File: config.mk
export PLATFORM = sky130hd
export DESIGN_NAME = ipp_analyzer
export DESIGN_NICKNAME = d
export VERILOG_FILES = /design/src/rtl/ipp_pkg.sv /design/src/rtl/ipp_bit_counters.sv /design/src/rtl/ipp_row_counter.sv /design/src/rtl/ipp_row_store.sv /design/src/rtl/ipp_analyzer.sv
export SDC_FILE = /design/constraint.sdc
export NUM_CORES = 1
export LEC_CHECK = 0
export BUFFER_PORTS_ARGS = -buffer_cell sky130_fd_sc_hd__buf_2
export CAP_MARGIN = 20
export CORE_ASPECT_RATIO = 0.75
export CORE_MARGIN = 2
export CORE_UTILIZATION = 32
export DETAILED_ROUTE_END_ITERATION = 8
export SLEW_MARGIN = 20
export SYNTH_ARGS = -nofsm -noshare
export SYNTH_HDL_FRONTEND = slang
export SYNTH_HIERARCHICAL = 1
export SYNTH_SLANG_ARGS = --single-unit
File: constraint.sdc
create_clock -name clk -period 6.3 [get_ports clk]
set_input_delay 0.945 -clock clk [delete_from_list [all_inputs] [get_ports clk]]
set_output_delay 0.945 -clock clk [all_outputs]
set_load 0.005 [all_outputs]
File: src/rtl/ipp_pkg.sv
package ipp_pkg;
   typedef enum logic [1:0] {
      ST_LOAD = 2'd0,
      ST_SCAN = 2'd1,
      ST_FIN  = 2'd2
   } ipp_state_e;
endpackage

File: src/rtl/ipp_bit_counters.sv
module ipp_bit_counters #(
   parameter int W = 4
) (
   input  logic         clk,
   input  logic         rst_n,
   input  logic         clr,
   input  logic         en,
   input  logic [W-1:0] diff,
   output logic [W-1:0] inv_o
);
   localparam int CW = W + 1;
   localparam logic [CW-1:0] HALF = CW'(1) << (W - 1);

   for (genvar b = 0; b < W; b++) begin : g_bit
      logic [CW-1:0] cnt;
      always_ff @(posedge clk or negedge rst_n) begin
         if (!rst_n)              cnt <= '0;
         else if (clr)            cnt <= '0;
         else if (en && diff[b])  cnt <= cnt + 1'b1;
      end
      assign inv_o[b] = (cnt > HALF);
   end
endmodule

File: src/rtl/ipp_row_counter.sv
module ipp_row_counter #(
   parameter int CW = 5
) (
   input  logic          clk,
   input  logic          rst_n,
   input  logic          clr,
   input  logic          en,
   input  logic          hit,
   output logic [CW-1:0] cnt_o
);
   always_ff @(posedge clk or negedge rst_n) begin
      if (!rst_n)          cnt_o <= '0;
      else if (clr)        cnt_o <= '0;
      else if (en && hit)  cnt_o <= cnt_o + 1'b1;
   end
endmodule

File: src/rtl/ipp_row_store.sv
module ipp_row_store #(
   parameter int W     = 4,
   parameter int DEPTH = 16
) (
   input  logic         clk,
   input  logic         we,
   input  logic [W-1:0] waddr,
   input  logic [W-1:0] wdata,
   input  logic [W-1:0] raddr,
   output logic [W-1:0] rdata
);
   logic [W-1:0] mem [DEPTH];

   always_ff @(posedge clk) begin
      if (we) mem[waddr] <= wdata;
   end
   assign rdata = mem[raddr];
endmodule

File: src/rtl/ipp_analyzer.sv
module ipp_analyzer #(
   parameter int W = 4
) (
   input  logic         clk,
   input  logic         rst_n,
   input  logic         row_valid_i,
   input  logic [W-1:0] row_idx_i,
   input  logic [W-1:0] row_out_i,
   output logic         done_o,
   output logic         seq_err_o,
   output logic [W-1:0] mask_o,
   output logic [W:0]   raw_cnt_o,
   output logic [W:0]   masked_cnt_o
);
   import ipp_pkg::*;

   localparam int CW = W + 1;
   localparam int DEPTH = 1 << W;
   localparam logic [W-1:0] LAST = W'(DEPTH - 1);

   if (W < 2 || W > 10) begin : g_bad_width
      $error("ipp_analyzer: W must lie in 2..10");
   end

   ipp_state_e    state;
   logic [W-1:0]  exp_idx;
   logic [W-1:0]  scan_idx;
   logic          accept;
   logic          clr;
   logic          scanning;
   logic [W-1:0]  cand;
   logic [W-1:0]  rd_out;
   logic [CW-1:0] raw_cnt;
   logic [CW-1:0] msk_cnt;

   assign accept   = row_valid_i && (state == ST_LOAD) && (row_idx_i == exp_idx);
   assign clr      = (state == ST_FIN);
   assign scanning = (state == ST_SCAN);

   ipp_bit_counters #(.W(W)) i_bits (
      .clk(clk), .rst_n(rst_n), .clr(clr), .en(accept),
      .diff(row_out_i ^ row_idx_i), .inv_o(cand)
   );

   ipp_row_counter #(.CW(CW)) i_raw (
      .clk(clk), .rst_n(rst_n), .clr(clr), .en(accept),
      .hit(row_out_i != row_idx_i), .cnt_o(raw_cnt)
   );

   ipp_row_store #(.W(W), .DEPTH(DEPTH)) i_store (
      .clk(clk), .we(accept), .waddr(row_idx_i), .wdata(row_out_i),
      .raddr(scan_idx), .rdata(rd_out)
   );

   ipp_row_counter #(.CW(CW)) i_msk (
      .clk(clk), .rst_n(rst_n), .clr(clr), .en(scanning),
      .hit((rd_out ^ cand) != scan_idx), .cnt_o(msk_cnt)
   );

   always_ff @(posedge clk or negedge rst_n) begin
      if (!rst_n) begin
         state    <= ST_LOAD;
         exp_idx  <= '0;
         scan_idx <= '0;
      end else begin
         case (state)
            ST_LOAD: if (accept) begin
               exp_idx <= exp_idx + 1'b1;
               if (row_idx_i == LAST) begin
                  state    <= ST_SCAN;
                  scan_idx <= '0;
               end
            end
            ST_SCAN: begin
               scan_idx <= scan_idx + 1'b1;
               if (scan_idx == LAST) state <= ST_FIN;
            end
            default: state <= ST_LOAD;
         endcase
      end
   end

   always_ff @(posedge clk or negedge rst_n) begin
      if (!rst_n) begin
         done_o       <= 1'b0;
         seq_err_o    <= 1'b0;
         mask_o       <= '0;
         raw_cnt_o    <= '0;
         masked_cnt_o <= '0;
      end else begin
         seq_err_o <= row_valid_i && !accept;
         done_o    <= clr;
         if (clr) begin
            raw_cnt_o    <= raw_cnt;
            masked_cnt_o <= msk_cnt;
            mask_o       <= (msk_cnt < raw_cnt) ? cand : '0;
         end
      end
   end
endmodule

* Yosys cells after proc, flatten, opt, wreduce, memory -nomap -nowiden
Memories as Yosys holds them, arrays and structs flattened.
Index checks and enable logic that the tools add are counted.
** Word-level totals
- Output and inout port bits :: 16
- Bits in writable memories :: 64
- Register bits after elaboration :: 56
- Input bits :: 11
- Logic and storage cells :: 83
- Memories kept :: 1
** Operators by class
- Bitwise operators :: 2
- Magnitude comparators :: 5
- Eq/ne operators :: 10
- Reductions and logical operators :: 21
- Add/subtract/negate cells :: 8
- Mux-type cells :: 22
** Memory list
- i_store.mem :: depth 16, width 4, rd ports 1, clocked after memory_dff 0, write ports 1, line ipp_row_store.sv:12 : logic [W-1:0] mem [DEPTH];
** Operators with widths (number)
- $mux 5 :: 12
- $add 5x1->5 const B :: 6
- $gt 5x4->1 const B :: 4
- $reduce_bool 2->1 :: 7
- $mux 4 :: 3
- $logic_and 1x1->1 :: 9
- $add 4x1->4 const B :: 2
- $eq 4x4->1 const B :: 2
- $ne 4x4->1 :: 2
- $pmux 4 s2 :: 1
- $xor 4x4->4 :: 2
- $mux 2 :: 3
- $reduce_and 3->1 :: 2
- $lt 5x5->1 :: 1
- $eq 4x4->1 :: 1
- $ne 2x2->1 const B :: 2
- $pmux 2 s2 :: 1
- $eq 2x1->1 const B :: 1
- $eq 2x2->1 const B :: 1
- $logic_not 2->1 :: 1
- $mux 1 :: 2
- $ne 2x1->1 const B :: 1
- $reduce_and 2->1 :: 1
- $logic_not 1->1 :: 1

* Logic depth before layout (Yosys ltp)
Gate-level depths: netlist (run 1).
- Depth after elaboration :: 6
- Depth in mapped cells :: 11
- Depth with buffers taken out :: 10

* Hierarchy
The synthesis (run 1) kept the hierarchy.
** By module, submodules not included
- ipp_row_store :: instances 1, cells each 126, sequential area each 1921.8 sq um, area each 2586.2 sq um
- ipp_analyzer :: instances 1, cells each 114, sequential area each 650.6 sq um, area each 1340.0 sq um
- ipp_bit_counters :: instances 1, cells each 119, sequential area each 500.5 sq um, area each 1114.8 sq um
- ipp_row_counter :: instances 2, cells each 24, sequential area each 125.1 sq um, area each 236.5 sq um

* Worst setup path after synthesis (run 1)
No wires, ideal clock.
- Path kind :: input port to flip-flop
- Start point :: input port row_idx_i[3]
- End point :: memory i_store.mem[0][0], enable pin
- Path buffers :: 0
- Data arrival time :: 2.493 ns
- Stages on the path :: 5
- Path slack :: 3.446 ns
- Library setup time :: 0.361 ns
- Data required time :: 5.939 ns
- Cells stage by stage :: xnor2_1 > nand4_4 > nor2_4 > or3b_2 > nor3_1
** On the way
- Longest elaborated chain between the ends :: 4
** Ends and longest elaborated chain
- start: declaration :: line ipp_analyzer.sv:7 : input logic [W-1:0] row_idx_i,
- $eq 4x4->1 :: line ipp_analyzer.sv:36 : assign accept = row_valid_i && (state == ST_LOAD) && (row_idx_i == exp_idx);
- $logic_and 1x1->1 :: line ipp_analyzer.sv:36
- named net accept :: line ipp_analyzer.sv:28 : logic accept;
- $mux 1 :: line ipp_row_store.sv:15 : if (we) mem[waddr] <= wdata;
- $mux 1 (not written as such) :: line ipp_row_store.sv:15
- end: declaration :: line ipp_row_store.sv:12
The timed path passes the listed nets, and every way through them passes these cells.

* Final worst setup path (run 1)
- Start point :: register scan_idx[0]
- End point :: register i_msk.cnt_o[3]
** On the way
- Longest elaborated chain between the ends :: 5
** Ends and longest elaborated chain
- start: declaration :: line ipp_analyzer.sv:27 : logic [W-1:0] scan_idx;
- start signal: assignment :: line ipp_analyzer.sv:75 : scan_idx <= scan_idx + 1'b1;
- $mem_v2 16x4
- named net rd_out[1] :: line ipp_analyzer.sv:32 : logic [W-1:0] rd_out;
- $xor 4x4->4 :: line ipp_analyzer.sv:57 : .hit((rd_out ^ cand) != scan_idx), .cnt_o(msk_cnt)
- $ne 4x4->1 :: line ipp_analyzer.sv:57
- $logic_and 1x1->1 :: line ipp_row_counter.sv:14 : else if (en && hit) cnt_o <= cnt_o + 1'b1;
- $reduce_bool 2->1 (no line)
- end signal: assignment :: line ipp_row_counter.sv:14
- end: declaration :: line ipp_row_counter.sv:9 : output logic [CW-1:0] cnt_o
The timed path passes the listed nets, and every way through them passes these cells.
A chain may end at the register's enable or synchronous reset.

==> summary.md, run 1 <==
| Metric | Value |
|---|---|
| Status | `finished clean` |
| H-tree depth | `4` |
| Seq/Total Area, Yosys | `60.3%` |
| Vertical die dimension | `118 µm` |
| Mapped Nets | `434` |
| Worst stage delay on the critical path | `1.02 ns` |
| Gate power share | `about a fifth` |
| Skew-Pair Late Insertion Delay | `0.41 ns` |
| Critical path type | `reg -> reg` |
| Area of all placed cells without fillers | `6470 µm²` |
| Starting utilization of the core area | `~33%` |
| Max Cap Violations | `0` |
| Number of nets at the end of the flow | `approximately 470` |
| Mean area per synthesized cell | `13.5 µm²` |
| Min-Delay Path Class | `reg -> reg` |
| CTS-repair resized insts | `0` |
| Maximum fanout along the worst path | `21` |
| Global-route wire length before repair | `18100 µm` |
| Layout Utilization | `38.5%` |
| Post-CTS setup repair buffer count | `0` |
| Number of synthesized flops with an enable pin | `64` |
| Post-synthesis instance area | `around 5500 µm²` |
| Register bit total from synthesis | `120` |
| Synthesis Warnings | `6` |
| Count of routing violations after the opening detailed-route iteration | `around 280` |
| Maximum root-to-sink buffer count | `2` |
| Layout area overhead | `17.4%` |
| Crit path buffers/inverters | `0` |
| Hold_buf cts | `0` |
| Wirelength, routed | `10900 µm` |
| Ys flop type | `edfxtp_1` |
| Maximum number of pins on one net before global-route repair | `57` |
| Slowest-stage cell, CP | `dfrtp_1` |
| Syn Inst Count | `407` |
| Switching power as a share of total power | `29.4%` |
| Final worst path period share | `51.7%` |
| Worst Skew | `0.0158 ns` |
| Gate family responsible for the most delay along the worst path | `flip-flops` |
| Quantity of I/O buffers inserted on ports | `26` |
| Normalized max-slew margin | `31.0%` |
| Vias in the first global route | `3331` |
| Count of unresolved DRC violations after routing | `0` |
| Area of the die | `18300 µm²` |
| Cell at the root of the clock tree | `clkbuf_16` |
| PD cells | `390 nW/µm²` |
| Floorplan Core Area | `16800 µm²` |
| Total grt overflow | `0` |
| Remaining number of nets flagged by the antenna check after routing | `0` |
| Cell-internal power | `1780 µW` |
| Reg power frac | `between 40% and 50%` |
| Sum of internal, switching and leakage power | `2530 µW` |
| Arrival @ worst endpoint | `3.59 ns` |
| Kind of launch point of the worst setup path | `flip-flop` |
| Power dissipated by switching net loads | `741 µW` |
| Number of primary I/O pins | `27` |
| Area fraction of the dominant cell type after synthesis | `34.9%` |
| Half-perimeter wire length after placement | `7430 µm` |
| Pre-Repair DR Iteration Count | `4` |
| Pins over their slew limit | `0` |
| Series of cell instances along the critical path | `mux4_1, a22oi_1, nand3_1, xor2_1, xnor2_1, nand4_1, nand2_2, or3_1, a21oi_1` |
| Top cell type by total area after synthesis | `edfxtp_1` |
| Final setup violation count | `0` |
| Number of buffers inserted during clock tree synthesis | `17` |
| Worst slew pin tran | `1.03 ns` |
| Routability congestion estimate from global placement | `slightly below 0.8` |
| Clock slew at reported path FFs | `0.06 ns` |
| Clk sinks | `120` |
| Per-cell via count in the routed design | `4.88` |
| Proportion of synthesized flip-flops having asynchronous set or reset | `46.7%` |
| Dominant cells by area after synthesis | `edfxtp_1 35%, dfrtp_1 25%, mux4_1 6.7%` |
| Die extent in x | `156 µm` |
| Total Neg Setup Slack | `0 ns` |
| Count of distinct cell types in the synthesized netlist | `43` |
| Required @ worst endpoint | `6.63 ns` |
| Peak Freq | `0.307 GHz` |
| Clock network fraction of total power | `39.7%` |
| Via count | `3287` |
| Leakage | `0.00264 µW` |
| Number of antenna violations at the first check in global routing | `0` |
| Routed wire per std cell | `16.2 µm` |
| Unrepaired setup endpoints after global routing | `false` |
| Fin. Hold Viols | `0` |
| Critical Path Sink Type | `flip-flop` |
| GRT Total Usage | `13.0%` |
| Clock period minus worst slack | `3.26 ns` |
| Fraction of layout cells with a size suffix above 1 | `between 10% and 20%` |
| VDD IR-drop max | `242 µV` |
| Num rows | `41` |
| CTS tree | `yes` |
| Placed cell areas | `5860 µm²` |
| Ant. Diodes | `0` |
==> placed cells by master (no fill, tap or decap), types with 5 or more instances in the layout <==
cell       instances
nand2_1           29
ha_1              16
mux2_2            10
a21oi_1           12
inv_6              5
mux4_1            14
xnor2_1           10
dfrtp_1           56
edfxtp_1          64
nand3_1           31
nor2b_1            8
buf_2             26
clkbuf_16         17
a22o_1             5
o21ai_0           10
nor2_1            36
xor2_1            21
nand2b_1          14
nor3_1             5
inv_1             14
==> final cells by class <==
cell class,count,area (µm²)
Clock buffer,17,425
Clock inverter,15,190
Fill cell,1574,10400
Inverter,14,52.6
Multi-Input combinational cell,264,2070
Sequential cell,120,3320
Tap cell,215,269
Timing Repair Buffer,28,145
==> through the flow <==
step	hold slack (ns)	instances	setup slack, ns
global route	0.500	673	2.82
floorplan	0.462	407	3.45
global placement	0.467	641	2.98
detailed placement	0.471	641	2.80
finish	0.484	673	3.04
CTS	0.486	673	3.02
==> cell usage after synthesis, types with 2 or more instances <==
cell       n
nor3_1     5
nor2_1    36
nand2_2    2
nor4_1     4
xor2_1    21
nand4_1    3
buf_6      2
a22oi_1    4
nand2b_1  14
nor2b_1    8
xnor2_1   10
mux4_1    14
a22o_1     5
nand2_1   29
nand3_1   31
and3_2     2
clkbuf_1   2
dfrtp_1   56
o21bai_1   4
nand3b_1   2
ha_1      16
buf_2      4
o21ai_0   10
a21oi_1   12
mux4_2     2
mux2_2    10
or3_1      4
inv_1     14
edfxtp_1  64
a21o_1     4
==> power by group through the flow <==
stage	logic, µW	clock network [µW]	registers, µW
floorplan	408	0	1000
CTS	482	1020	1050
global route	536	1060	1070
global placement	459	0	1050
finish	477	1000	1050
detailed placement	477	0	1060
==> routing by layer <==
metal	track usage (%)	routed length (µm)	vias up
li1	-	-	1574
met1	18.7	5490	1648
met2	18.7	4950	56
met3	3.35	388	9
met4	5.22	108	0
met5	0	0	-
==> kinds of logic after synthesis <==
| logic type | count (synthesis) | share of synthesized area [%] |
|---|---|---|
| multiplexers | 27 | 9.80 |
| buffers and inverters | 23 | 2.22 |
| flip-flops | 120 | 60.3 |
| AO/OA/AOI/OAI | 42 | 4.90 |
| adder cells (fa/ha/maj) | 16 | 3.63 |
| AND/OR/NAND/NOR | 147 | 14.0 |
| XOR/XNOR | 32 | 5.22 |
==> worst min-delay path, cell delays in order, from the launching register on <==
cell     delay [ns]
dfrtp_1        0.34
nand2_1        0.04
o21ai_0        0.06
==> sequential cells by signal, summed over array words and instances, names as in the netlist <==
name and flops:
raw_cnt_o 5, i_bits/g_bit.cnt 20, state 2, masked_cnt_o 5, i_msk/cnt_o 5, i_store/mem 64, i_raw/cnt_o 5, seq_err_o 1
mask_o 4, scan_idx 4, exp_idx 4, done_o 1
==> final timing paths <==
path	cells after the start	endpoint	startpoint	slack (ns)
setup / recovery	9	i_msk/cnt_o[3]	scan_idx[0]	3.04
min in group asynchronous	2	i_bits/g_bit[1].cnt[2]	rst_n	0.67
hold reg to reg	2	raw_cnt_o[1]	raw_cnt_o[1]	0.48
setup reg to reg	9	i_msk/cnt_o[3]	scan_idx[0]	3.04
max in group asynchronous	2	scan_idx[3]	rst_n	5.15
hold / removal	2	raw_cnt_o[1]	raw_cnt_o[1]	0.48
No activity file was read; power rests on OpenSTA's default activity.
==> inputs of run 2 (changes only) <==
==> constraint.sdc (replaced) <==
create_clock -name clk -period 3.09 [get_ports clk]
set_input_delay 0.4635 -clock clk [delete_from_list [all_inputs] [get_ports clk]]
set_output_delay 0.4635 -clock clk [all_outputs]
set_load 0.005 [all_outputs]
==> run 2 against run 1 <==
- first-iteration DRC count is 12% lower
- hold slack worse by 0.18 ns
- clock skew is 0.0077 ns lower
- clock power is 89% higher
- core utilization is 0.18 points higher
- global-route usage is 0.46 points higher
- critical path depth is 1 higher
- routed wire length is 3.5% higher
- combinational power is 120% higher
- register-to-register slack worse by 2.8 ns
==> summary.md, run 2 (synthesized netlist as in run 1, its figures left out) <==
| Metric | Value |
|---|---|
| Final worst path period share | `91.8% (+40 points)` |
| Floorplan Core Area | `16800 µm² (unchanged)` |
| Wirelength, routed | `11300 µm (+3.5%)` |
| Cell at the root of the clock tree | `clkbuf_16` |
| Maximum number of pins on one net before global-route repair | `49 (-14%)` |
| Quantity of I/O buffers inserted on ports | `26 (unchanged)` |
| Pre-Repair DR Iteration Count | `5 (+1)` |
| Number of primary I/O pins | `27 (unchanged)` |
| Count of unresolved DRC violations after routing | `0 (unchanged)` |
| Worst stage delay on the critical path | `0.58 ns (-0.44 ns)` |
| Routability congestion estimate from global placement | `0.845 (+6.8%)` |
| Highest-count cells in the layout ignoring fill and taps | `64 x edfxtp_1, 56 x dfrtp_1, 36 x nor2_1` |
| Gate family responsible for the most delay along the worst path | `simple AND/OR/NAND/NOR gates` |
| Number of nets at the end of the flow | `481 (+1.9%)` |
| Unrepaired setup endpoints after global routing | `false` |
| Normalized max-slew margin | `57.8% (+27 points)` |
| Remaining number of nets flagged by the antenna check after routing | `0 (unchanged)` |
| Max Cap Violations | `0 (unchanged)` |
| Arrival @ worst endpoint | `3.17 ns (-0.42 ns)` |
| Setup slack on the worst flop-to-flop path | `0.25 ns (-2.79 ns)` |
| Ant. Diodes | `0 (unchanged)` |
| Fin. Hold Viols | `0 (unchanged)` |
| Total Neg Setup Slack | `0 ns (unchanged)` |
| Critical path type | `reg -> reg` |
| Starting utilization of the core area | `32.8% (unchanged)` |
| Area of the die | `18300 µm² (unchanged)` |
| Footprint of the multi-input gates | `2070 µm² (unchanged)` |
| Half-perimeter wire length after placement | `7940 µm (+6.8%)` |
| Placed cell areas | `5930 µm² (+1.2%)` |
| Worst Skew | `0.00805 ns (-0.00772 ns)` |
| Worst slew pin tran | `0.629 ns (-0.406 ns)` |
| Count of routing violations after the opening detailed-route iteration | `241 (-12%)` |
| Required @ worst endpoint | `3.43 ns (-3.20 ns)` |
| Most frequent standard cell in the layout excluding fill and tap cells | `edfxtp_1` |
| Number of antenna violations at the first check in global routing | `0 (unchanged)` |
| Layout area overhead | `17.9%` |
| Largest registers | `i_store/mem (64), i_bits/g_bit.cnt (20)` |
| CTS tree | `yes` |
| Register with the most flip-flops | `i_store/mem` |
| VDD IR-drop max | `362 µV (+49%)` |
| Die extent in x | `156 µm (unchanged)` |
| Maximum fanout along the worst path | `17 (-19%)` |
| Clock slew at reported path FFs | `0.06 ns (about the same)` |
| Routed wire per std cell | `16.6 µm (+2.3%)` |
| Post-placement worst setup slack | `0.299 ns (-2.50 ns)` |
| Kind of launch point of the worst setup path | `flip-flop` |
| Vias in the first global route | `3406 (+2.3%)` |
| Sum of internal, switching and leakage power | `5010 µW (+99%)` |
| Maximum root-to-sink buffer count | `2 (unchanged)` |
| Total grt overflow | `0 (unchanged)` |
| Number of buffers inserted during clock tree synthesis | `17 (unchanged)` |
| Leakage | `0.00265 µW (+0.45%)` |
| Status | `finished clean` |
| Pins over their slew limit | `0 (unchanged)` |
| Number of filler instances in the final layout | `1571 (-0.19%)` |
| PD cells | `771 nW/µm² (+98%)` |
| Flip-flop and latch area | `3320 µm² (unchanged)` |
| Vertical die dimension | `118 µm (unchanged)` |
| Num rows | `41 (unchanged)` |
| Crit path buffers/inverters | `1 (+1)` |
| Global-route wire length before repair | `18700 µm (+3.4%)` |
| Largest register FFs | `64 (unchanged)` |
| Number of cells on the critical path | `10 (+1)` |
| Fraction of layout cells with a size suffix above 1 | `18.7% (+0.55 points)` |
| H-tree depth | `4 (unchanged)` |
| Via count | `3358 (+2.2%)` |
| Clk sinks | `120 (unchanged)` |
| Final setup violation count | `0 (unchanged)` |
| Series of cell instances along the critical path | `buf_12, mux4_1, a22oi_1, nand3_1, xor2_1, xnor2_1, nand4_1, nand2_2, or3_1, a21oi_1` |
| Per-cell via count in the routed design | `4.93 (+0.96%)` |
| Skew-Pair Late Insertion Delay | `0.41 ns (about the same)` |
| GRT Total Usage | `13.4% (+0.46 points)` |
| Min-Delay Path Class | `in -> reg` |
| Cell depth of the worst flop-to-flop path | `10 (+1)` |
| Hold path depth | `2 (unchanged)` |
| Clock period minus worst slack | `2.84 ns (-0.417 ns)` |
| Final worst-path setup slack | `0.252 ns (-2.79 ns)` |
| Critical Path Sink Type | `flip-flop` |
| Area of all placed cells without fillers | `6500 µm² (+0.46%)` |
| Slowest-stage cell, CP | `mux4_1` |
| Peak Freq | `0.352 GHz (+15%)` |
-- run 2: cell types whose count changed in the layout (fill, tap and decap cells not counted), sizes merged --
cell,delta
buf,+8
bufinv,-1
clkbuf,+3
clkinv,+1
clkinvlp,+2
dlygate4sd3,+1
inv,-6
-- run 2: area by class of cell --
| type | instances | area share, % |
|---|---|---|
| Tap cell | 215 | 4.14 |
| Clock buffer | 20 | 6.71 |
| Inverter | 14 | 0.808 |
| Timing Repair Buffer | 37 | 3.50 |
| Clock inverter | 11 | 1.94 |
| Sequential cell | 120 | 51.1 |
| Multi-Input combinational cell | 264 | 31.8 |
-- run 2: through the flow --
step,instances,util (%),hold slack [ns]
6_report,681,38.7,0.304
5_1_grt,681,38.7,0.300
4_1_cts,681,38.7,0.290
3_5_place_dp,649,35.2,0.328
3_3_place_gp,649,35.2,0.326
2_1_floorplan,407,-,0.168
-- run 2: per-layer routing --
| metal | part of all wire, % | vias up | GRT usage [%] |
|---|---|---|---|
| met5 | 0 | - | 0 |
| met3 | 5.2 | 13 | 4.20 |
| met2 | 42 | 70 | 18.5 |
| li1 | - | 1587 | - |
| met4 | 1.2 | 0 | 4.13 |
| met1 | 51 | 1688 | 20.2 |
-- run 2: power by group --
group	leakage, µW	internal (µW)	total (µW)	switching, µW
Combinational	0.00108	514	1030	519
Clock	0.000264	1180	1890	711
Sequential	0.00130	1860	2090	225
Total	0.00265	3560	5010	1460
-- run 2: final timing paths --
check | startpoint | to
min in group asynchronous | rst_n | i_bits/g_bit[1].cnt[0]
max | scan_idx[0] | i_msk/cnt_o[3]
max in group asynchronous | rst_n | seq_err_o
min reg2reg | raw_cnt_o[2] | raw_cnt_o[2]
min | row_valid_i | seq_err_o
max reg2reg | scan_idx[0] | i_msk/cnt_o[3]
-- run 2: repair_timing --
item | 4_1_cts | 5_1_grt
buffers inserted | 0 | 0
hold buffers | 1 | 0
endpoints found under the hold margin | 8 | 0
resized for setup | 0 | 0
==> inputs of run 3 (changes only) <==
--- a/config.mk
+++ b/config.mk
@@ -5,7 +5,7 @@
 export SDC_FILE = /design/constraint.sdc
 export NUM_CORES = 1
 export LEC_CHECK = 0
-export BUFFER_PORTS_ARGS = -buffer_cell sky130_fd_sc_hd__buf_2
+export BUFFER_PORTS_ARGS = -buffer_cell sky130_fd_sc_hd__buf_4
 export CAP_MARGIN = 20
 export CORE_ASPECT_RATIO = 0.75
 export CORE_MARGIN = 2
==> run 3 against run 2 <==
- core utilization increased by 0.11 points
- cell count is 0.29% lower
- count of clock-buffer cells in the layout decreased by 1
- sequential power is essentially flat
- die area unchanged
- combinational power about the same
- hold slack got worse by 0.19 ns
- critical path type unchanged
- highest routed layer unchanged
==> summary.md, run 3 (synthesized netlist as in run 1, its figures left out) <==
| Metric | Value |
|---|---|
| Status | `finished clean` |
| Worst stage delay on the critical path | `0.58 ns (about the same)` |
| Kind of launch point of the worst setup path | `flip-flop` |
| Post-CTS setup repair buffer count | `0 (unchanged)` |
| Largest registers | `i_store/mem (64), i_bits/g_bit.cnt (20)` |
| Number of filler instances in the final layout | `1569 (-0.13%)` |
| Floorplan Core Area | `16800 µm² (unchanged)` |
| Quantity of I/O buffers inserted on ports | `26 (unchanged)` |
| Final setup violation count | `0 (unchanged)` |
| Number of buffers inserted during clock tree synthesis | `17 (unchanged)` |
| Fraction of layout cells with a size suffix above 1 | `19.2% (+0.51 points)` |
| Peak Freq | `0.355 GHz (+0.78%)` |
| Layout Utilization | `38.8% (+0.11 points)` |
| Fin. Hold Viols | `0 (unchanged)` |
| Skew-Pair Late Insertion Delay | `0.41 ns (about the same)` |
| GRT Total Usage | `13.1% (-0.33 points)` |
| Vertical die dimension | `118 µm (unchanged)` |
| Number of primary I/O pins | `27 (unchanged)` |
| Number of antenna violations at the first check in global routing | `0 (unchanged)` |
| Most frequent standard cell in the layout excluding fill and tap cells | `edfxtp_1` |
| Layout area overhead | `18.3%` |
| Final worst path period share | `91.1% (-0.71 points)` |
| CP startpoint | `scan_idx[0]` |
| Total grt overflow | `0 (unchanged)` |
| Ant. Diodes | `0 (unchanged)` |
| Num rows | `41 (unchanged)` |
| Starting utilization of the core area | `32.8% (unchanged)` |
| Maximum root-to-sink buffer count | `2 (unchanged)` |
| Required @ worst endpoint | `3.42 ns (about the same)` |
| Total Neg Setup Slack | `0 ns (unchanged)` |
| Launch point of the worst reg-to-reg path | `scan_idx[0]` |
| VDD IR-drop max | `422 µV (+17%)` |
| Normalized max-slew margin | `50.8% (-6.9 points)` |
| Cell at the root of the clock tree | `clkbuf_16` |
| Gate family responsible for the most delay along the worst path | `simple AND/OR/NAND/NOR gates` |
| Count of unresolved DRC violations after routing | `0 (unchanged)` |
| Clk sinks | `120 (unchanged)` |
| CTS-repair resized insts | `0 (unchanged)` |
| Pre-Repair DR Iteration Count | `5 (unchanged)` |
| Clock slew at reported path FFs | `0.06 ns (about the same)` |
| CTS tree | `yes` |
| Area of the die | `18300 µm² (unchanged)` |
| Slowest-stage cell, CP | `mux4_1` |
| Clock period minus worst slack | `2.82 ns (-0.0219 ns)` |
| Number of nets at the end of the flow | `478 (-0.62%)` |
| Vias in the first global route | `3369 (-1.1%)` |
| Die extent in x | `156 µm (unchanged)` |
| Half-perimeter wire length after placement | `7730 µm (-2.6%)` |
| Global-route wire length before repair | `18300 µm (-2.6%)` |
| Highest-count cells in the layout ignoring fill and taps | `64 x edfxtp_1, 56 x dfrtp_1, 36 x nor2_1` |
| Unrepaired setup endpoints after global routing | `false` |
| Routed wire per std cell | `16.3 µm (-1.7%)` |
| Worst Skew | `0.0107 ns (+0.00260 ns)` |
| Critical Path Sink Type | `flip-flop` |
| H-tree depth | `4 (unchanged)` |
| Placed cell areas | `5980 µm² (+0.84%)` |
| Per-cell via count in the routed design | `4.89 (-0.81%)` |
| Largest register FFs | `64 (unchanged)` |
| Arrival @ worst endpoint | `3.15 ns (-0.02 ns)` |
| Wirelength, routed | `11100 µm (-2.0%)` |
| Series of cell instances along the critical path | `buf_12, mux4_1, a22oi_1, nand3_1, xor2_1, xnor2_1, nand4_1, nand2_2, or3_1, a21oi_1` |
| Pins over their slew limit | `0 (unchanged)` |
| Critical path type | `reg -> reg` |
| Crit path buffers/inverters | `1 (unchanged)` |
| PD cells | `755 nW/µm² (-2.1%)` |
| Min-Delay Path Class | `in -> async` |
| Register with the most flip-flops | `i_store/mem` |
| Area of all placed cells without fillers | `6520 µm² (+0.29%)` |
| Setup slack on the worst flop-to-flop path | `0.27 ns (+0.02 ns)` |
| Max Cap Violations | `0 (unchanged)` |
| Via count | `3321 (-1.1%)` |
| Hold_buf cts | `0 (-1)` |
| Maximum fanout along the worst path | `17 (unchanged)` |
| Routability congestion estimate from global placement | `0.877 (+3.7%)` |
| Worst slew pin tran | `0.738 ns (+0.109 ns)` |
| Maximum number of pins on one net before global-route repair | `57 (+16%)` |
| Remaining number of nets flagged by the antenna check after routing | `0 (unchanged)` |
| Leakage | `0.00265 µW (about the same)` |
| Count of routing violations after the opening detailed-route iteration | `220 (-8.7%)` |
==> run 3: changes by cell type in the layout (fill, tap and decap cells not counted), sizes merged, moves of 2 or more <==
cell,previous run,this run
bufinv,2,0
clkinv,5,9
inv,15,17
buf,36,34
clkinvlp,3,1
==> run 3: power breakdown <==
| group | switching (µW) | total (µW) | internal, µW |
|---|---|---|---|
| Sequential | 224 | 2090 | 1860 |
| Clock | 731 | 1780 | 1050 |
| Combinational | 525 | 1060 | 530 |
==> run 3: final cells by class <==
class,count,area [µm²],area share (%)
clock inverters,13,98.8,1.52
flip-flops and latches,120,3320,50.9
inverters,14,52.6,0.806
well taps,215,269,4.12
clock buffers,19,443,6.79
multi-input cells,264,2070,31.7
repair buffers,34,268,4.11
==> run 3: path summary, 6_finish.rpt <==
path / end / depth (start not counted)
worst min register to register: raw_cnt_o[3] / 2
worst min-delay path: i_bits/g_bit[0].cnt[0] / 1
worst max register to register: i_msk/cnt_o[3] / 10
worst max-delay path: i_msk/cnt_o[3] / 10
max in group asynchronous: state[1] / 1
min in group clk: seq_err_o / 2
==> run 3: through the flow <==
step           hold WS, ns  std cells  worst slack [ns]  power (µW)
5_1_grt              0.172        679            0.0696        5220
2_1_floorplan        0.168        407             0.617        2870
3_5_place_dp         0.481        647             0.295        3180
4_1_cts              0.139        679             0.277        4970
6_report             0.110        679             0.274        4920
3_3_place_gp         0.470        647             0.381        3140
==> run 3: worst reg2reg max path, cell delays in order, from the launching register on <==
cell     delay [ns]
dfrtp_1        0.53
buf_12         0.21
mux4_1         0.59
a22oi_1        0.22
nand3_1        0.11
xor2_1         0.18
xnor2_1        0.13
nand4_1        0.17
nand2_2        0.10
or3_1          0.36
a21oi_1        0.14
==> run 3: per-layer routing <==
layer / wire [µm] / part of all wire, % / track usage [%]
met5: 0 / 0 / 0
met4: 113 / 1.0 / 4.47
met3: 537 / 4.8 / 3.61
met2: 4660 / 42 / 17.7
met1: 5780 / 52 / 20.1
